**config.mk**
```make
export PLATFORM = sky130hd
export DESIGN_NAME = dram_addr_mux
export DESIGN_NICKNAME = d
export VERILOG_FILES = /design/src/rtl/dam_pkg.sv /design/src/rtl/dam_fsm.sv /design/src/rtl/dam_hi_hold.sv /design/src/rtl/dam_pin_drv.sv /design/src/rtl/dram_addr_mux.sv
export SDC_FILE = /design/constraint.sdc
export NUM_CORES = 1
export LEC_CHECK = 0
export BUFFER_PORTS_ARGS = -buffer_cell sky130_fd_sc_hd__buf_2
export CAP_MARGIN = 15
export CORE_ASPECT_RATIO = 1.2
export CORE_MARGIN = 2
export CORE_UTILIZATION = 50
export CTS_CLUSTER_DIAMETER = 30
export DETAILED_ROUTE_END_ITERATION = 10
export PLACE_DENSITY = 0.89
export SETUP_SLACK_MARGIN = 0.3
export SYNTH_ARGS = -nofsm -noshare
export SYNTH_HDL_FRONTEND = slang
export SYNTH_SLANG_ARGS = --single-unit
```
**constraint.sdc**
```tcl
create_clock -name clk -period 1.95 [get_ports clk]
set_clock_uncertainty 0.2 [all_clocks]
set_input_delay 0.0975 -clock clk [delete_from_list [all_inputs] [get_ports clk]]
set_output_delay 0.0975 -clock clk [all_outputs]
set_load 0.02 [all_outputs]
```
**src/rtl/dam_pkg.sv**
```systemverilog
package dam_pkg;

  typedef enum logic [2:0] {
    ST_IDLE,
    ST_ROW_SETUP,
    ST_ROW_ACT,
    ST_WAIT,
    ST_COL_SETUP,
    ST_COL_ACT,
    ST_PRECH
  } dam_state_e;

  // high half usable this cycle: already held, or arriving now
  function automatic logic hi_usable(input logic held, input logic arriving);
    return held | arriving;
  endfunction

  // cycle index (0 = first cycle after accept) at which the column address
  // first appears, given the index at which the lookup pulse is seen
  // (-1 means the accept cycle itself)
  function automatic int col_phase_index(input int lkp_idx);
    return (lkp_idx < 2) ? 2 : lkp_idx + 1;
  endfunction

  // row phase still open to a lookup pulse
  function automatic logic listening(input dam_state_e st);
    return (st == ST_ROW_SETUP) || (st == ST_ROW_ACT) || (st == ST_WAIT);
  endfunction

endpackage

```
**src/rtl/dam_fsm.sv**
```systemverilog
module dam_fsm
  import dam_pkg::*;
#(
  parameter int PIN_W   = 10,
  parameter int PRE_CYC = 3
) (
  input  logic             clk,
  input  logic             rst_n,
  input  logic             req_valid,
  input  logic [PIN_W-1:0] req_low,
  input  logic             hi_avail,
  output dam_state_e       state,
  output logic [PIN_W-1:0] lo_q,
  output logic             accept,
  output logic             col_go,
  output logic             prech_first,
  output logic             prech_end
);
  localparam int PC_W = (PRE_CYC > 1) ? $clog2(PRE_CYC) : 1;
  localparam logic [PC_W-1:0] PC_LAST = PC_W'(PRE_CYC - 1);

  dam_state_e      nxt;
  logic [PC_W-1:0] pcnt;

  assign accept      = (state == ST_IDLE) && req_valid;
  assign col_go      = ((state == ST_ROW_ACT) || (state == ST_WAIT)) && hi_avail;
  assign prech_first = (state == ST_PRECH) && (pcnt == '0);
  assign prech_end   = (state == ST_PRECH) && (pcnt == PC_LAST);

  always_comb begin
    nxt = state;
    unique case (state)
      ST_IDLE:      if (accept) nxt = ST_ROW_SETUP;
      ST_ROW_SETUP: nxt = ST_ROW_ACT;
      ST_ROW_ACT:   nxt = col_go ? ST_COL_SETUP : ST_WAIT;
      ST_WAIT:      if (col_go) nxt = ST_COL_SETUP;
      ST_COL_SETUP: nxt = ST_COL_ACT;
      ST_COL_ACT:   nxt = ST_PRECH;
      ST_PRECH:     if (prech_end) nxt = ST_IDLE;
      default:      nxt = ST_IDLE;
    endcase
  end

  always_ff @(posedge clk) begin
    if (!rst_n) begin
      state <= ST_IDLE;
      pcnt  <= '0;
      lo_q  <= '0;
    end else begin
      state <= nxt;
      if (accept) lo_q <= req_low;
      if (state == ST_PRECH) pcnt <= prech_end ? '0 : pcnt + 1'b1;
      else                   pcnt <= '0;
    end
  end

endmodule

```
**src/rtl/dam_hi_hold.sv**
```systemverilog
module dam_hi_hold
  import dam_pkg::*;
#(
  parameter int PIN_W = 10
) (
  input  logic             clk,
  input  logic             rst_n,
  input  dam_state_e       state,
  input  logic             accept,
  input  logic             lkp_valid,
  input  logic [PIN_W-1:0] lkp_high,
  output logic [PIN_W-1:0] hi_q,
  output logic             hi_have
);
  logic take;

  assign take = listening(state) && lkp_valid && !hi_have;

  always_ff @(posedge clk) begin
    if (!rst_n) begin
      hi_q    <= '0;
      hi_have <= 1'b0;
    end else if (accept) begin
      hi_have <= lkp_valid;
      if (lkp_valid) hi_q <= lkp_high;
    end else if (take) begin
      hi_have <= 1'b1;
      hi_q    <= lkp_high;
    end
  end

endmodule

```
**src/rtl/dam_pin_drv.sv**
```systemverilog
module dam_pin_drv
  import dam_pkg::*;
#(
  parameter int PIN_W = 10
) (
  input  dam_state_e       state,
  input  logic [PIN_W-1:0] lo_q,
  input  logic [PIN_W-1:0] hi_q,
  input  logic             prech_first,
  output logic [PIN_W-1:0] dram_addr,
  output logic             row_stb,
  output logic             col_stb,
  output logic             done,
  output logic             req_ready
);
  always_comb begin
    dram_addr = '0;
    row_stb   = 1'b0;
    col_stb   = 1'b0;
    unique case (state)
      ST_ROW_SETUP: dram_addr = lo_q;
      ST_ROW_ACT,
      ST_WAIT: begin
        dram_addr = lo_q;
        row_stb   = 1'b1;
      end
      ST_COL_SETUP: begin
        dram_addr = hi_q;
        row_stb   = 1'b1;
      end
      ST_COL_ACT: begin
        dram_addr = hi_q;
        row_stb   = 1'b1;
        col_stb   = 1'b1;
      end
      default: ;
    endcase
  end

  assign done      = prech_first;
  assign req_ready = (state == ST_IDLE);

endmodule

```
**src/rtl/dram_addr_mux.sv**
```systemverilog
module dram_addr_mux
  import dam_pkg::*;
#(
  parameter int PIN_W   = 10,
  parameter int PRE_CYC = 3
) (
  input  logic             clk,
  input  logic             rst_n,
  input  logic             req_valid,
  input  logic [PIN_W-1:0] req_low,
  output logic             req_ready,
  input  logic             lkp_valid,
  input  logic [PIN_W-1:0] lkp_high,
  output logic [PIN_W-1:0] dram_addr,
  output logic             row_stb,
  output logic             col_stb,
  output logic             done
);
  dam_state_e       state;
  logic [PIN_W-1:0] lo_q;
  logic [PIN_W-1:0] hi_q;
  logic             hi_have;
  logic             hi_avail;
  logic             accept;
  logic             col_go;
  logic             prech_first;
  logic             prech_end;

  assign hi_avail = hi_usable(hi_have, lkp_valid);

  dam_fsm #(.PIN_W(PIN_W), .PRE_CYC(PRE_CYC)) i_fsm (
    .clk         (clk),
    .rst_n       (rst_n),
    .req_valid   (req_valid),
    .req_low     (req_low),
    .hi_avail    (hi_avail),
    .state       (state),
    .lo_q        (lo_q),
    .accept      (accept),
    .col_go      (col_go),
    .prech_first (prech_first),
    .prech_end   (prech_end)
  );

  dam_hi_hold #(.PIN_W(PIN_W)) i_hi (
    .clk       (clk),
    .rst_n     (rst_n),
    .state     (state),
    .accept    (accept),
    .lkp_valid (lkp_valid),
    .lkp_high  (lkp_high),
    .hi_q      (hi_q),
    .hi_have   (hi_have)
  );

  dam_pin_drv #(.PIN_W(PIN_W)) i_drv (
    .state       (state),
    .lo_q        (lo_q),
    .hi_q        (hi_q),
    .prech_first (prech_first),
    .dram_addr   (dram_addr),
    .row_stb     (row_stb),
    .col_stb     (col_stb),
    .done        (done),
    .req_ready   (req_ready)
  );

endmodule

```
==> flow_summary.yaml, run 1 <==
worst_setup_path:
  crit_top_cell: "buf_6"
  worstSetupEndpointType: "output port"
  crit_cells: 5
  cp_slowest_cell: "dfxtp_4"
  crit_required_ps: 1650
  crit_type: "register to output port"
  crit_chain: "or2_4 > buf_6 > nand2_2 > o22ai_2 > buf_6"
  crit_family: "flip-flops"
  reg2reg_to: "i_hi.hi_q[8]"
  r2r_slack_ps: 280
  r2r_start: "i_fsm.state[0]"
  crit_arrival_ps: 1400
  crit_path_max_fanout: 6
  r2r_cells: 3
  worstSetupStartpointType: "register"
  crit_buf_inv: 2
  slowest_delay_ps: 380
sta:
  setup_tns_ps: 0
  post-route-period-util: 0.870
  tightest_slew_ps: 434
  whs_ps: 262
  slew_headroom: 0.710
  hold_violations: 0
  setup_viol: 0
  slew_viol_final: 0
  max_freq_ghz: 0.589
  min_period_ps: 1700
  rsz0062_at_grt: "yes"
global_route:
  grt_pass1_wl_um: 6270
  grt_usage: 0.286
  antenna_found_initial: 0
  grt_max_degree: 26
  grt_pass1_vias: 1390
  overflow: 0
power_and_ir_drop:
  power_density_nw_per_um2: 715
  p_int_uw: 1010
  irDropWorstVdd_v: 0.000692
  p_sw_frac: 0.301
  combPwrFrac: 0.313
  p_leak_uw: 0.000883
  power.total_uw: 1440
  p_clk_frac: 0.256
  switching_power_uw: 433
  p_seq_frac: 0.431
worst_hold_path:
  hold_end: "i_fsm.pcnt[0]"
  worstHoldStart: "i_fsm.pcnt[0]"
  hp-class: "register to register"
  whs_path_depth: 1
clock_tree:
  numCtsBuffers: 3
  clock-sinks: 26
  cts_tree: "built"
  htree_num_levels: 1
  cts.path.max_buffers: 2
  cts-root-buf: "clkbuf_4"
  clock_latency_ps: 320
  path_clk_slew_ps: 140
place:
  numPortBuffers: 37
  place.gp.congestion: 0.875
  place_hpwl_um: 1960
  dp_cells: 227
  place_area_um2: 1490
floorplan:
  start_util: 0.531
  row_count: 19
  io_pins: 38
  chipWidth_um: 49.4
  dieArea_um2: 2890
  die_h_um: 58.5
  core_um2: 2330
synth:
  synth_area_um2: 1240
  yosys_warnings: 0
  synth-edff-count: 0
  synth_common_cells: "nand2_1, dfxtp_1, a21oi_1"
  ys_types: 24
  ys_ff_latch: 26
  synth_top_cell_by_area: "dfxtp_1"
  yosys_most_used_dff: "dfxtp_1"
  synthTopCellsByArea: "dfxtp_1, nand2_1, mux2i_1"
  syn_area_per_cell_um2: 7.50
  syn_inst: 165
  synth.most_common_cell: "nand2_1"
  synth_top_area_share: 0.421
  synth_nets: 191
  ys_async_sr_fraction: 0
  seq_area_frac_synth: 0.421
route:
  wl_per_cell_um: 15.8
  route.detailed.drc: 0
  via_per_inst: 5.52
  ant_nets: 0
  vias: 1462
  drt-initial-drc-count: 77
  first_pass_iters: 4
  wl_um: 4180
final_layout:
  final_cell_count_no_fill: 265
  antenna_cells: 0
  area_growth_pct: 62.8
  nNetsFinal: 261
  design_area_um2: 2010
  fillers: 128
  drive_above_1_share: 0.376
job:
  cap_violations: 0
status:
  status: "finished, final reports clean"
per-stage QoR:
stage | utilization | setup WS [ps]
2_1_floorplan | - | 311
4_1_cts | 0.836 | 279
3_3_place_gp | 0.641 | 241
6_report | 0.865 | 253
3_5_place_dp | 0.641 | 179
5_1_grt | 0.865 | 221
power groups by stage:
| stage | Sequential (uW) | Clock, uW | Combinational [uW] |
|---|---|---|---|
| after floorplan | 610 | 0 | 212 |
| after global placement | 625 | 0 | 286 |
| after detailed placement | 627 | 0 | 289 |
| after CTS | 613 | 369 | 407 |
| after global routing | 623 | 389 | 475 |
| final | 620 | 369 | 451 |
registers in the layout, indices dropped and copies added, names as in the netlist:
signal        cells
i_fsm.lo_q       10
i_hi.hi_have      1
i_hi.hi_q        10
i_fsm.pcnt        2
i_fsm.state       3
placed cells by master (no fill, tap or decap):
master and count:
o211ai_1 1, o22ai_2 8, or2_4 1, dfxtp_4 3, buf_6 11, clkbuf_4 3
buf_12 1, or4b_1 1, dfxtp_1 23, nor4_1 2, o21ai_0 4, and2_1 1
o21a_1 2, clkinvlp_4 1, a21oi_2 1, and3_1 1, nor4b_4 1, nor2_2 1
buf_4 16, bufinv_16 1, a21oi_1 11, ha_1 2, nor2_1 5, inv_1 5
nand3b_1 2, nand2_1 51, mux2i_1 10, nand2_2 11, o21ai_2 1, o2111a_2 1
dlygate4sd3_1 23, xor2_1 1, buf_2 27, o22ai_1 1
kinds of logic after synthesis:
| group | after synthesis | synth area share |
|---|---|---|
| simple gates | 77 | 0.264 |
| compound gates | 30 | 0.142 |
| flops | 26 | 0.421 |
| buf+inv | 19 | 0.0657 |
| mux | 10 | 0.0809 |
| fa+ha+maj | 2 | 0.0202 |
| xor+xnor | 1 | 0.00708 |
worst max path at each step:
| stage | start | end | slack [ps] |
|---|---|---|---|
| 2_1_floorplan | i_fsm.state[0] | dram_addr[4] | 310 |
| 3_3_place_gp | i_fsm.state[1] | i_hi.hi_q[3] | 240 |
| 3_5_place_dp | i_fsm.state[1] | i_hi.hi_q[5] | 180 |
| 4_1_cts | i_fsm.state[1] | dram_addr[0] | 280 |
| 5_1_grt | i_fsm.state[1] | dram_addr[0] | 220 |
| 6_report | i_fsm.state[1] | dram_addr[7] | 250 |
metal layers:
metal  GRT usage  vias to the layer above  share of wire
met3      0.0305                       20          0.058
met2       0.539                       83           0.51
met4       0.155                        0          0.042
met5           0                        -              0
li1            -                      683              -
met1       0.317                      676           0.39
what timing repair did:
item | in CTS | in global routing
gates cloned | 1 | 0
hold endpoints to repair | 24 | 0
pin swaps | 17 | 2
setup endpoints to repair | 32 | 33
buffers inserted | 7 | 3
hold buffers | 23 | 0
resized for setup | 41 | 11
cell type report:
| class | count | area (um2) | area share |
|---|---|---|---|
| tap | 31 | 38.8 | 0.0193 |
| sequential | 26 | 532 | 0.264 |
| multi-input combinational | 120 | 736 | 0.365 |
| clock inverter | 1 | 30.0 | 0.0149 |
| timing repair buffer | 78 | 629 | 0.312 |
| clock buffer | 3 | 22.5 | 0.0112 |
| inverter | 6 | 26.3 | 0.0130 |
Power figures use the tool's default switching activity.
==> inputs of run 2 (changes only) <==
--- a/config.mk
+++ b/config.mk
@@ -12,8 +12,7 @@
 export CORE_UTILIZATION = 50
 export CTS_CLUSTER_DIAMETER = 30
 export DETAILED_ROUTE_END_ITERATION = 10
-export PLACE_DENSITY = 0.89
-export SETUP_SLACK_MARGIN = 0.3
+export PLACE_DENSITY = 0.78
 export SYNTH_ARGS = -nofsm -noshare
 export SYNTH_HDL_FRONTEND = slang
 export SYNTH_SLANG_ARGS = --single-unit
==> flow_summary.yaml, run 2 (synthesis results as in run 1) <==
worst_setup_path:
  crit_chain: "or2_1 > buf_4 > nand2_1 > o22ai_1 > buf_2"
  worstSetupStartpointType: "register"
  crit_arrival_ps: 1550
  crit_cells: 5
  crit_type: "register to output port"
  crit_family: "flip-flops"
  slowest_delay_ps: 420
  crit_path_max_fanout: 13
  r2r_cells: 3
  crit_required_ps: 1650
  crit_buf_inv: 2
  worstSetupEndpointType: "output port"
  cp_slowest_cell: "dfxtp_2"
place:
  place.gp.congestion: 0.785
  numPortBuffers: 37
  place_hpwl_um: 2090
sta:
  setup_tns_ps: 0
  max_freq_ghz: 0.541
  rsz0062_at_grt: "no"
  post-route-period-util: 0.947
  setup_viol: 0
  slew_viol_final: 0
  slew_headroom: 0.605
  hold_violations: 0
  tightest_slew_ps: 592
  min_period_ps: 1850
  whs_ps: 26.8
route:
  drt-initial-drc-count: 26
  first_pass_iters: 4
  via_per_inst: 5.16
  vias: 1296
  wl_per_cell_um: 12.2
  route.detailed.drc: 0
  ant_nets: 0
  wl_um: 3070
power_and_ir_drop:
  irDropWorstVdd_v: 0.000602
  p_int_uw: 795
  p_sw_frac: 0.307
  switching_power_uw: 352
  p_leak_uw: 0.000752
  p_clk_frac: 0.189
  combPwrFrac: 0.275
  p_seq_frac: 0.536
  power_density_nw_per_um2: 675
floorplan:
  start_util: 0.531
  core_um2: 2330
  chipWidth_um: 49.4
  io_pins: 38
  die_h_um: 58.5
  dieArea_um2: 2890
  row_count: 19
job:
  cap_violations: 0
clock_tree:
  clock_latency_ps: 310
  clock-sinks: 26
  cts.path.max_buffers: 2
  numCtsBuffers: 3
  htree_num_levels: 1
  cts_setup_buffers: 0
  cts-root-buf: "clkbuf_4"
  cts_tree: "built"
  path_clk_slew_ps: 140
global_route:
  grt_pass1_wl_um: 5150
  grt_pass1_vias: 1257
  grt_usage: 0.228
  antenna_found_initial: 0
  overflow: 0
  grt_max_degree: 26
status:
  status: "finished, final reports clean"
final_layout:
  reg.largest.list: "i_fsm.lo_q (10), i_hi.hi_q (10), i_fsm.state (3)"
  final_common_cell: "nand2_1"
  antenna_cells: 0
  area_growth_pct: 37.3
  drive_above_1_share: 0.223
  nNetsFinal: 248
  layout_common_cells: "nand2_1, buf_2, dfxtp_1"
worst_hold_path:
  hp-class: "input port to register"
  whs_path_depth: 4
[run 2: changes by cell type in the layout (fill, tap and decap cells not counted), moves of 2 or more]
cell and change:
nand2_2 -11, buf_4 -11, nand2_1 +11, o22ai_1 +8, o22ai_2 -8, buf_6 -10, dfxtp_4 -2, buf_2 +10
[run 2: what timing repair did]
action,in CTS,in global routing
hold buffers,22,0
gates resized for setup,0,4
endpoints found under the hold margin,23,0
endpoints found under the setup margin,0,9
[run 2: per-stage QoR]
stage               power (uW)  instance area [um2]  cells  utilization  setup slack, ps
global route              1210                 1700    251        0.729             2.86
floorplan                  813                 1240    165            -              296
detailed placement         904                 1450    226        0.621              223
finish                    1150                 1700    251        0.729              103
CTS                       1150                 1690    251        0.726             30.5
global placement           893                 1450    226        0.621              313
[run 2: area by class of cell]
type	instances	area, um2
clock buffer	3	22.5
tap	31	38.8
sequential	26	526
fill	207	631
inverter	6	22.5
multi-input combinational	120	636
timing repair buffer	65	454
[run 2: path summary, 6_finish.rpt]
check	start	endpoint	slack (ps)
max	i_fsm.state[0]	dram_addr[1]	100
min reg2reg	i_fsm.pcnt[0]	i_fsm.pcnt[0]	240
max reg2reg	i_fsm.state[0]	i_hi.hi_q[3]	250
min	rst_n	i_fsm.state[1]	30
[run 2: power groups by stage]
stage	logic, uW	registers [uW]	clock network, uW
global route	347	622	244
finish	316	614	217
CTS	313	613	221
floorplan	203	610	0
global placement	271	622	0
detailed placement	279	625	0
[run 2: routing by layer]
layer,GRT usage,part of all wire
met1,0.248,0.41
met3,0.0381,0.032
met5,0,0
met4,0.0913,0.016
met2,0.440,0.54
[run 2: tightest hold or removal path, delay by kind of cell]
kind	cells	cell delay (ps)
AOI/OAI and AO/OA	1	40
and+or+nand+nor	1	80
buffers and inverters	2	300
